$ cat src/rtl/spi_hir_pkg.sv
package spi_hir_pkg;

  localparam int BYTE_W     = 8;
  localparam int FRAME_BITS = 2 * BYTE_W;
  localparam int CNT_W      = $clog2(FRAME_BITS + 1);
  localparam int SRC_N      = 4;

  // Strobes from the frame control to the datapath.
  typedef struct packed {
    logic loadTx;     // capture register value into the output shifter
    logic rdSel;      // register chosen for the capture (1 = register 1)
    logic shiftTx;    // advance the output shifter
    logic driveMiso;  // enable the serial output driver
    logic wrReg0;     // commit the received data byte to register 0
    logic wrReg1;     // apply the received data byte to register 1
  } hirStrobeT;

  // Pin events and frame position from the datapath to the control.
  typedef struct packed {
    logic             selActive;
    logic             selStart;
    logic             sckFall;
    logic             ctrlDone;
    logic             dataDone;
    logic [CNT_W-1:0] bitCnt;
    logic [BYTE_W-1:0] rxByte;
  } hirEventT;

  typedef enum logic [1:0] {
    ST_IDLE,
    ST_CMD,
    ST_DATA,
    ST_HOLD
  } hirStateT;

endpackage

$ cat src/rtl/spi_hir_datapath.sv
module spi_hir_datapath
  import spi_hir_pkg::*;
#(
  parameter int SYNC_STAGES = 2
) (
  input  logic             clk,
  input  logic             rstN,
  input  logic             csN,
  input  logic             sclk,
  input  logic             mosi,
  input  logic [SRC_N-1:0] srcLevel,  // 0 rx almost full, 1 tx almost empty, 2 rx not empty, 3 external
  input  hirStrobeT        strobe,
  output hirEventT         ev,
  output logic             misoData,
  output logic             misoOe,
  output logic             irq
);

  localparam int PIN_N = 3;
  localparam logic [PIN_N-1:0] PIN_RST = 3'b001;  // select idles high
  localparam int EXT_IDX = SRC_N - 1;

  logic [PIN_N-1:0] pinRaw;
  logic [PIN_N-1:0] pinSync;

  assign pinRaw = {mosi, sclk, csN};

  for (genvar p = 0; p < PIN_N; p++) begin : g_sync
    logic [SYNC_STAGES-1:0] chain;
    always_ff @(posedge clk or negedge rstN) begin
      if (!rstN) chain <= {SYNC_STAGES{PIN_RST[p]}};
      else       chain <= {chain[SYNC_STAGES-2:0], pinRaw[p]};
    end
    assign pinSync[p] = chain[SYNC_STAGES-1];
  end

  logic selS, sckS, mosiS;
  assign selS  = pinSync[0];
  assign sckS  = pinSync[1];
  assign mosiS = pinSync[2];

  logic sckPrev, selPrev;
  logic sckRise, sckFall, selStart, selActive, frameOpen;

  always_ff @(posedge clk or negedge rstN) begin
    if (!rstN) begin
      sckPrev <= 1'b0;
      selPrev <= 1'b1;
    end else begin
      sckPrev <= sckS;
      selPrev <= selS;
    end
  end

  assign sckRise   = sckS & ~sckPrev;
  assign sckFall   = ~sckS & sckPrev;
  assign selStart  = ~selS & selPrev;
  assign selActive = ~selS;

  logic [CNT_W-1:0]  bitCnt;
  logic [BYTE_W-1:0] rxShift;
  logic              ctrlDoneQ, dataDoneQ;

  assign frameOpen = selActive && (bitCnt != CNT_W'(FRAME_BITS));

  always_ff @(posedge clk or negedge rstN) begin
    if (!rstN) begin
      bitCnt    <= '0;
      rxShift   <= '0;
      ctrlDoneQ <= 1'b0;
      dataDoneQ <= 1'b0;
    end else begin
      ctrlDoneQ <= sckRise && frameOpen && (bitCnt == CNT_W'(BYTE_W - 1));
      dataDoneQ <= sckRise && frameOpen && (bitCnt == CNT_W'(FRAME_BITS - 1));
      if (selStart) begin
        bitCnt <= '0;
      end else if (sckRise && frameOpen) begin
        bitCnt  <= bitCnt + CNT_W'(1);
        rxShift <= {rxShift[BYTE_W-2:0], mosiS};
      end
    end
  end

  // Host registers and interrupt sources.
  logic [BYTE_W-1:0] reg0Q;
  logic              extLatched;
  logic [SRC_N-1:0]  pending;
  logic [BYTE_W-1:0] reg1View;

  assign pending  = {extLatched, srcLevel[EXT_IDX-1:0]};
  assign reg1View = {{(BYTE_W - SRC_N){1'b0}}, pending};

  always_ff @(posedge clk or negedge rstN) begin
    if (!rstN) begin
      reg0Q      <= '0;
      extLatched <= 1'b0;
      irq        <= 1'b0;
    end else begin
      if (strobe.wrReg0) reg0Q <= rxShift;
      if (srcLevel[EXT_IDX])                        extLatched <= 1'b1;
      else if (strobe.wrReg1 && rxShift[EXT_IDX])   extLatched <= 1'b0;
      irq <= |(reg0Q[SRC_N-1:0] & pending);
    end
  end

  // Output shifter.
  logic [BYTE_W-1:0] txShift;

  always_ff @(posedge clk or negedge rstN) begin
    if (!rstN) begin
      txShift <= '0;
    end else if (strobe.loadTx) begin
      txShift <= strobe.rdSel ? reg1View : reg0Q;
    end else if (strobe.shiftTx) begin
      txShift <= {txShift[BYTE_W-2:0], 1'b0};
    end
  end

  assign misoData = txShift[BYTE_W-1];
  assign misoOe   = strobe.driveMiso;

  assign ev.selActive = selActive;
  assign ev.selStart  = selStart;
  assign ev.sckFall   = sckFall;
  assign ev.ctrlDone  = ctrlDoneQ;
  assign ev.dataDone  = dataDoneQ;
  assign ev.bitCnt    = bitCnt;
  assign ev.rxByte    = rxShift;

  // register 0 changes only under a write strobe from the control
  p_reg0_gate_r2: assert property (@(posedge clk) disable iff (!rstN)
    !$stable(reg0Q) |-> $past(strobe.wrReg0));

  // the external latch holds unless register 1 is written
  p_ext_sticky_r7: assert property (@(posedge clk) disable iff (!rstN)
    (extLatched && !strobe.wrReg1) |=> extLatched);

  // with every enable clear, no interrupt follows
  p_irq_masked_r8: assert property (@(posedge clk) disable iff (!rstN)
    (reg0Q[SRC_N-1:0] == '0) |=> !irq);

  // the driver is enabled only once the command byte is complete
  p_drive_window_r4: assert property (@(posedge clk) disable iff (!rstN)
    misoOe |-> (bitCnt >= CNT_W'(BYTE_W)));

  // a frame never captures and commits in the same cycle
  p_strobe_excl_r1: assert property (@(posedge clk) disable iff (!rstN)
    $onehot0({strobe.loadTx, strobe.wrReg0, strobe.wrReg1}));

endmodule

$ cat src/rtl/spi_hir_control.sv
module spi_hir_control
  import spi_hir_pkg::*;
(
  input  logic      clk,
  input  logic      rstN,
  input  hirEventT  ev,
  output hirStrobeT strobe
);

  hirStateT state;
  logic     cmdRead, cmdSel, cmdOk;
  logic     dirBit, selBit, rsvdZero, readOk;

  assign dirBit   = ev.rxByte[BYTE_W-1];
  assign selBit   = ev.rxByte[BYTE_W-2];
  assign rsvdZero = (ev.rxByte[BYTE_W-3:0] == '0);
  assign readOk   = cmdRead && cmdOk;

  always_ff @(posedge clk or negedge rstN) begin
    if (!rstN) begin
      state   <= ST_IDLE;
      cmdRead <= 1'b0;
      cmdSel  <= 1'b0;
      cmdOk   <= 1'b0;
    end else if (!ev.selActive) begin
      state <= ST_IDLE;
    end else begin
      unique case (state)
        ST_IDLE: if (ev.selStart) state <= ST_CMD;
        ST_CMD: if (ev.ctrlDone) begin
          cmdRead <= dirBit;
          cmdSel  <= selBit;
          cmdOk   <= rsvdZero;
          state   <= ST_DATA;
        end
        ST_DATA: if (ev.dataDone) state <= ST_HOLD;
        ST_HOLD: state <= ST_HOLD;
        default: state <= ST_IDLE;
      endcase
    end
  end

  always_comb begin
    strobe           = '0;
    strobe.rdSel     = selBit;
    strobe.loadTx    = (state == ST_CMD) && ev.ctrlDone && dirBit && rsvdZero;
    strobe.shiftTx   = (state == ST_DATA) && readOk && ev.sckFall &&
                       (ev.bitCnt > CNT_W'(BYTE_W));
    strobe.driveMiso = (state == ST_DATA) && readOk && ev.selActive;
    strobe.wrReg0    = (state == ST_DATA) && ev.dataDone && ev.selActive &&
                       !cmdRead && cmdOk && !cmdSel;
    strobe.wrReg1    = (state == ST_DATA) && ev.dataDone && ev.selActive &&
                       !cmdRead && cmdOk && cmdSel;
  end

  // a released select always returns the frame control to idle
  p_abort_idle_r5: assert property (@(posedge clk) disable iff (!rstN)
    !ev.selActive |=> (state == ST_IDLE));

  // a finished frame stays finished while select is held
  p_hold_stays_r10: assert property (@(posedge clk) disable iff (!rstN)
    (state == ST_HOLD && ev.selActive) |=> (state == ST_HOLD));

endmodule

$ cat src/rtl/spi_hir_slave.sv
module spi_hir_slave
  import spi_hir_pkg::*;
#(
  parameter int SYNC_STAGES = 2
) (
  input  logic clk,
  input  logic rstN,
  input  logic csN,
  input  logic sclk,
  input  logic mosi,
  output logic misoData,
  output logic misoOe,
  input  logic rxAlmostFull,
  input  logic txAlmostEmpty,
  input  logic rxNotEmpty,
  input  logic extCond,
  output logic irq
);

  hirStrobeT strobe;
  hirEventT  ev;

  spi_hir_datapath #(
    .SYNC_STAGES(SYNC_STAGES)
  ) u_datapath (
    .clk      (clk),
    .rstN     (rstN),
    .csN      (csN),
    .sclk     (sclk),
    .mosi     (mosi),
    .srcLevel ({extCond, rxNotEmpty, txAlmostEmpty, rxAlmostFull}),
    .strobe   (strobe),
    .ev       (ev),
    .misoData (misoData),
    .misoOe   (misoOe),
    .irq      (irq)
  );

  spi_hir_control u_control (
    .clk    (clk),
    .rstN   (rstN),
    .ev     (ev),
    .strobe (strobe)
  );

endmodule

$ cat config.mk
export PLATFORM = sky130hd
export DESIGN_NAME = spi_hir_slave
export DESIGN_NICKNAME = d
export VERILOG_FILES = /design/src/rtl/spi_hir_pkg.sv /design/src/rtl/spi_hir_datapath.sv /design/src/rtl/spi_hir_control.sv /design/src/rtl/spi_hir_slave.sv
export SDC_FILE = /design/constraint.sdc
export NUM_CORES = 1
export LEC_CHECK = 0
export ABC_CLOCK_PERIOD_IN_PS = 4100
export BUFFER_PORTS_ARGS = -buffer_cell sky130_fd_sc_hd__buf_4
export CAP_MARGIN = 20
export CORE_UTILIZATION = 42
export DETAILED_ROUTE_END_ITERATION = 7
export MAX_ROUTING_LAYER = met4
export PLACE_DENSITY = 0.69
export SETUP_SLACK_MARGIN = 0.2
export SLEW_MARGIN = 10
export SYNTH_ARGS = -nofsm -noshare
export SYNTH_HDL_FRONTEND = slang
export SYNTH_SLANG_ARGS = --single-unit
$ cat constraint.sdc
create_clock -name clk -period 4.1 [get_ports clk]
set_clock_uncertainty 0.15 [all_clocks]
set_input_delay 0.615 -clock clk [delete_from_list [all_inputs] [get_ports clk]]
set_output_delay 0.615 -clock clk [all_outputs]
set_load 0.03 [all_outputs]
; Word level (Yosys, flattened, before mapping)
; Cells that the tools add are included.
[totals]
input_bits = 9
wordCells = 78
register_bits = 46
[classes]
mux = 12
n_addsub = 1
reduce_logical = 30
bitwise_logic = 8
magnitude_cmp = 1
n_eq_ne = 9
[op_table]
columns = operator, n
row1 = 2-to-1 mux 8 bit, 3
row2 = logical AND 1 bit, 19
row3 = 2-to-1 mux 5 bit, 2
row4 = != test 3 bit (second input constant), 3
row5 = 2-to-1 mux 2 bit, 4
row6 = case mux 2 bit (4 select lines), 1
row7 = logical NOT 6 bit, 1
row8 = AND reduction 3 bit, 2
row9 = nonzero test 2 bit, 3
row10 = adder 5 x 1 -> 5 bit (second input constant), 1
row11 = == test 5 x 3 -> 1 bit (second input constant), 1
row12 = == test 5 x 4 -> 1 bit (second input constant), 1
row13 = greater-than comparator 5 x 4 -> 1 bit (second input constant), 1
row14 = != test 5 bit (second input constant), 1
row15 = bitwise AND 4 bit, 1
row16 = == test 2 bit (second input constant), 2
row17 = NOT 1 bit, 4
row18 = OR reduction 4 bit, 1
row19 = bitwise AND 1 bit, 3
row20 = == test 2 x 1 -> 1 bit (second input constant), 1
row21 = logical NOT 1 bit, 2
row22 = logical NOT 2 bit, 1
row23 = 2-to-1 mux 1 bit, 2
row24 = AND reduction 2 bit, 1

; Longest topological paths before layout
[depth]
depth_word = 9
ltp_mapped = 6
mapped_depth_nobuf = 6

; By module
; Synthesis repeated with hierarchy kept, for this count alone.
[hier_totals]
hier_cells = 167
area_unflattened_um2 = 2043.2
[by_module_without_submodules]
columns = mod, n_inst, cells_per_inst, area_each_um2
row1 = spi_hir_datapath, 1, 137, 1740.4
row2 = spi_hir_control, 1, 30, 302.8

; Least setup slack after synthesis
; OpenSTA, ideal clock, no wires.
[synth_timing]
path_type = reg2out
from = register u_control.state[0]
to = output misoOe
path_slack_ns = 2.034
t_arrival_ns = 1.301
required_ns = 3.335
path_stages_with_launch = 4
n_path_buf = 1
path_cell_list = dfrtp_1 > and4b_1 > buf_2 > nor2b_1
[synth_between]
elab_chain_cells = 3
[synth_rtl]
columns = element, line_no
row1 = start: declaration, spi_hir_control.sv:10  ; hirStateT state;
row2 = start signal: assignment, spi_hir_control.sv:21  ; state <= ST_IDLE;
row3 = start signal: assignment, spi_hir_control.sv:26  ; state <= ST_IDLE;
row4 = start signal: assignment, spi_hir_control.sv:29  ; ST_IDLE: if (ev.selStart) state <= ST_CMD;
row5 = == test 2 bit, spi_hir_control.sv:49  ; strobe.driveMiso = (state == ST_DATA) && readOk && ev.selActive;
row6 = logical AND 1 bit (2 in a row), spi_hir_control.sv:49
row7 = end: declaration, spi_hir_slave.sv:12  ; output logic misoOe,
; No other way between the ends.

; Worst setup path after layout
; Same ends and word-level chain as after synthesis.

==> impl_summary.md <==
Outcome
The run finished with clean final reports.

Worst setup path
The slowest stage of the critical path is the sky130_fd_sc_hd__and4b_1 cell. For the worst flop-to-flop path, the logic depth is 6. The setup path with the least slack is of type flip-flop to output port. The worst setup path is captured at an output port.

The highest fanout seen on the critical path is 9. The largest incremental delay on the critical path is ~0.46 ns. Traced cell by cell, the critical path runs through and4b_1 -> nor2b_1 -> buf_4.

Counting both buffers and inverters, the worst setup path holds a total of 1. The total stage count of the critical path is 3. The startpoint type of the worst setup path is a flip-flop. The reg-to-reg critical path endpoint is u_datapath.rxShift[4].

The data required time at the worst endpoint is 3.34 ns. At the worst endpoint, the arrival time is 1.54 ns. The startpoint of the lowest-slack register-to-register path is u_datapath.bitCnt[0]. The family of cells with the greatest summed delay on the critical path is simple AND/OR/NAND/NOR gates. The worst setup slack for register-to-register paths is roughly 2.2 ns.

Clocking
TritonCTS created 5 clock buffers. The number of resized instances in the post-cts repair step is 0. The level count of the clock H-tree is 2. After clock tree synthesis, the setup repair step added 0 buffers. Clock latency on the worst-skew pair, taken at its later pin, is about 0.29 ns. The maximum buffer depth of the clock tree is 2. The clock-pin slew reported for the worst setup and hold paths after clock tree synthesis is 0.09 ns. Buffers inserted to repair hold after CTS numbered 0.

The clock drives 46 sinks. The TritonCTS clock tree is built. The tree is rooted in a sky130_fd_sc_hd__clkbuf_8.

Power
The worst supply voltage drop on vdd is 296 µV. Dividing total power by cell area gives a power density of about 400 nW/µm². In this run the static leakage power is around 1.1 nW.

Global routing
The overflow left after global routing is 0. The first global-routing pass estimated 6.43 mm of wire. The largest net degree at the start of global routing is 47. The number of antenna violations at the first check in global routing is 0. The number of global-route vias before repair is ~1.4k. For this run, the total global-route usage over all layers was measured as 0.170.

Logic synthesis
Yosys attributes the largest share of cell area to sky130_fd_sc_hd__dfrtp_1, sky130_fd_sc_hd__mux2_2, sky130_fd_sc_hd__dfstp_2. The dominant cell by count in the synthesized netlist is sky130_fd_sc_hd__dfrtp_1. The number of enable flip-flop cells after synthesis is 0. The distinct cell type count of the synthesized netlist is 44. By count the netlist is led by sky130_fd_sc_hd__dfrtp_1, sky130_fd_sc_hd__mux2_2, sky130_fd_sc_hd__nand4_1, sky130_fd_sc_hd__o21ai_0, sky130_fd_sc_hd__a31oi_1. Of the synthesized area, sequential elements account for 0.565. The share of synthesized area in the top cell type comes to 0.526. The cell type with the highest aggregate area in the netlist is sky130_fd_sc_hd__dfrtp_1.

The yosys synthesis warning count is 0. After synthesis the netlist holds a flip-flop and latch count of 46. Averaged over all synthesized cells, the footprint is 12.5 µm². The area of the mapped netlist is around 2000 µm². The post-synth net total is between 150 and 200.

The gate count of the mapped netlist is about 160. The fraction of registers with async set/reset is 1.00. The prevailing post-synth register cell is sky130_fd_sc_hd__dfrtp_1.

STA
The share of the clock period used by the worst path after layout is 0.561. Adding up every negative setup slack in the final design gives 0 ns. The total count of max-transition violations in the final report is 0. The total count of hold-check failures in the final report is 0. The worst path needs roughly 2.3 ns of the cycle, external delays included.

The highest attainable clock frequency is ~0.43 GHz. Setup repair after global routing left no endpoint under its margin. The final-report setup violation count is 0. The transition time at the pin with the least slew margin is 0.591 ns. The normalized max-slew margin is 0.603.

Routing
After detailed routing, the number of vias per cell comes to 5.69. In the final routed layout, each cell accounts on average for 16.4 µm. The detailed-route via count is 1,319.

The number of DRC violations after detailed-routing iteration 0 is 94. Summed over all layers, the routed wires come to 3.80 mm. The number of iterations in the first detailed-routing pass is 4. The number of nets still failing antenna checks after routing is 0. The number of design rule violations left after detail routing is 0.

Floorplan
Measured along the x axis, the die boundary spans 71.8 µm. For this configuration, the core starts out at a cell density of 0.436. The row count is 25. The number of top-level pins is 12.

The die covers just over 5000 µm². The y dimension of the die is roughly 70 µm. The core footprint is 4690 µm².

Layout
0 antenna diodes ended up in the layout. Of the cells placed in the final design, the portion with a size suffix greater than 1 is 0.270. The synthesis-to-layout area growth is 11.3%.

The utilization after layout is 0.485. After routing the design area is 2270 µm². The net count reported at finish is 189.

The final standard cell count with taps included and fillers excluded is 232.

Run
Max-cap violations in this run came to 0.

Placed design
The number of buffers inserted by port buffering is 11. Summed over all nets, the half-perimeter wirelength after detailed placement is approximately 2.8 mm. Including well taps, the total number of placed cells is approximately 220. Once placement finished, the instance area stood at 2170 µm². The congestion estimate from routability-driven global placement came to 0.833.

Worst hold path
In this run the worst hold path is classified as input pin to asynchronous set/reset pin.
==> power breakdown <==
group          leakage [nW]  internal [mW]  switching [mW]
logic                 0.398         0.0308          0.0308
registers             0.602          0.480          0.0339
clock network        0.0579          0.179           0.147
total                  1.06          0.690           0.211
==> cell families after synthesis <==
| kind of cell | count (synthesis) | share of synthesized area |
|---|---|---|
| fa+ha+maj | 3 | 0.0184 |
| mux | 19 | 0.104 |
| buf+inv | 11 | 0.0251 |
| simple gates | 50 | 0.180 |
| compound gates | 34 | 0.103 |
| flops | 46 | 0.565 |
| xor+xnor | 1 | 0.00428 |
==> sequential cells by signal (all words and copies together) (netlist names) <==
signal / cells
u_control.state: 2
u_datapath.sckPrev: 1
u_control.cmdRead: 1
u_datapath.reg0Q: 8
u_datapath.ctrlDoneQ: 1
u_datapath.g_sync.chain: 6
u_datapath.dataDoneQ: 1
u_control.cmdOk: 1
u_datapath.bitCnt: 5
u_control.cmdSel: 1
u_datapath.selPrev: 1
u_datapath.rxShift: 8
u_datapath.irq: 1
u_datapath.extLatched: 1
u_datapath.txShift: 8
==> placed cells by master, fill, tap and decap left out, types with 3 or more instances in the layout <==
cell,netlist,routed
sky130_fd_sc_hd__a211oi_1,4,4
sky130_fd_sc_hd__a21oi_1,6,6
sky130_fd_sc_hd__a31oi_1,7,7
sky130_fd_sc_hd__and2_1,4,4
sky130_fd_sc_hd__and2b_1,3,3
sky130_fd_sc_hd__buf_4,0,11
sky130_fd_sc_hd__clkbuf_8,0,5
sky130_fd_sc_hd__dfrtp_1,43,43
sky130_fd_sc_hd__dfstp_2,3,3
sky130_fd_sc_hd__ha_1,3,3
sky130_fd_sc_hd__inv_1,6,6
sky130_fd_sc_hd__mux2_2,18,18
sky130_fd_sc_hd__nand2_1,6,6
sky130_fd_sc_hd__nand3_1,6,6
sky130_fd_sc_hd__nand4_1,8,8
sky130_fd_sc_hd__nor2_1,3,3
sky130_fd_sc_hd__nor2b_1,3,3
sky130_fd_sc_hd__o21ai_0,8,8
==> per-layer routing <==
metal	track usage	wire length (µm)	vias up
li1	-	-	629
met1	0.208	1700	664
met2	0.265	1910	18
met3	0.0478	96	8
met4	0.0675	88	0
met5	-	0	-
==> worst max-delay path by stage <==
stage                            start  slack, ns     end
finish              u_control.state[0]       1.80  misoOe
global route        u_control.state[0]       1.69  misoOe
CTS                 u_control.state[0]       1.78  misoOe
detailed placement  u_control.state[0]       2.11  misoOe
global placement    u_control.state[0]       2.13  misoOe
floorplan           u_control.state[0]       2.03  misoOe
==> per-stage QoR <==
step / hold slack [ns] / worst slack, ns / total power [mW]
3_5_place_dp: 0.185 / 2.11 / 0.586
6_report: 0.162 / 1.80 / 0.901
5_1_grt: 0.196 / 1.69 / 0.945
2_1_floorplan: 0.169 / 2.03 / 0.553
4_1_cts: 0.173 / 1.78 / 0.913
3_3_place_gp: 0.183 / 2.13 / 0.579
==> final cells by class <==
class,instances,area [µm²]
clock inverters,3,40.0
clock buffers,5,68.8
multi-input cells,107,838
well taps,54,67.6
flip-flops and latches,46,1150
fillers,424,2420
inverters,6,22.5
repair buffers,11,82.6
(Power assumes the default switching activity.)
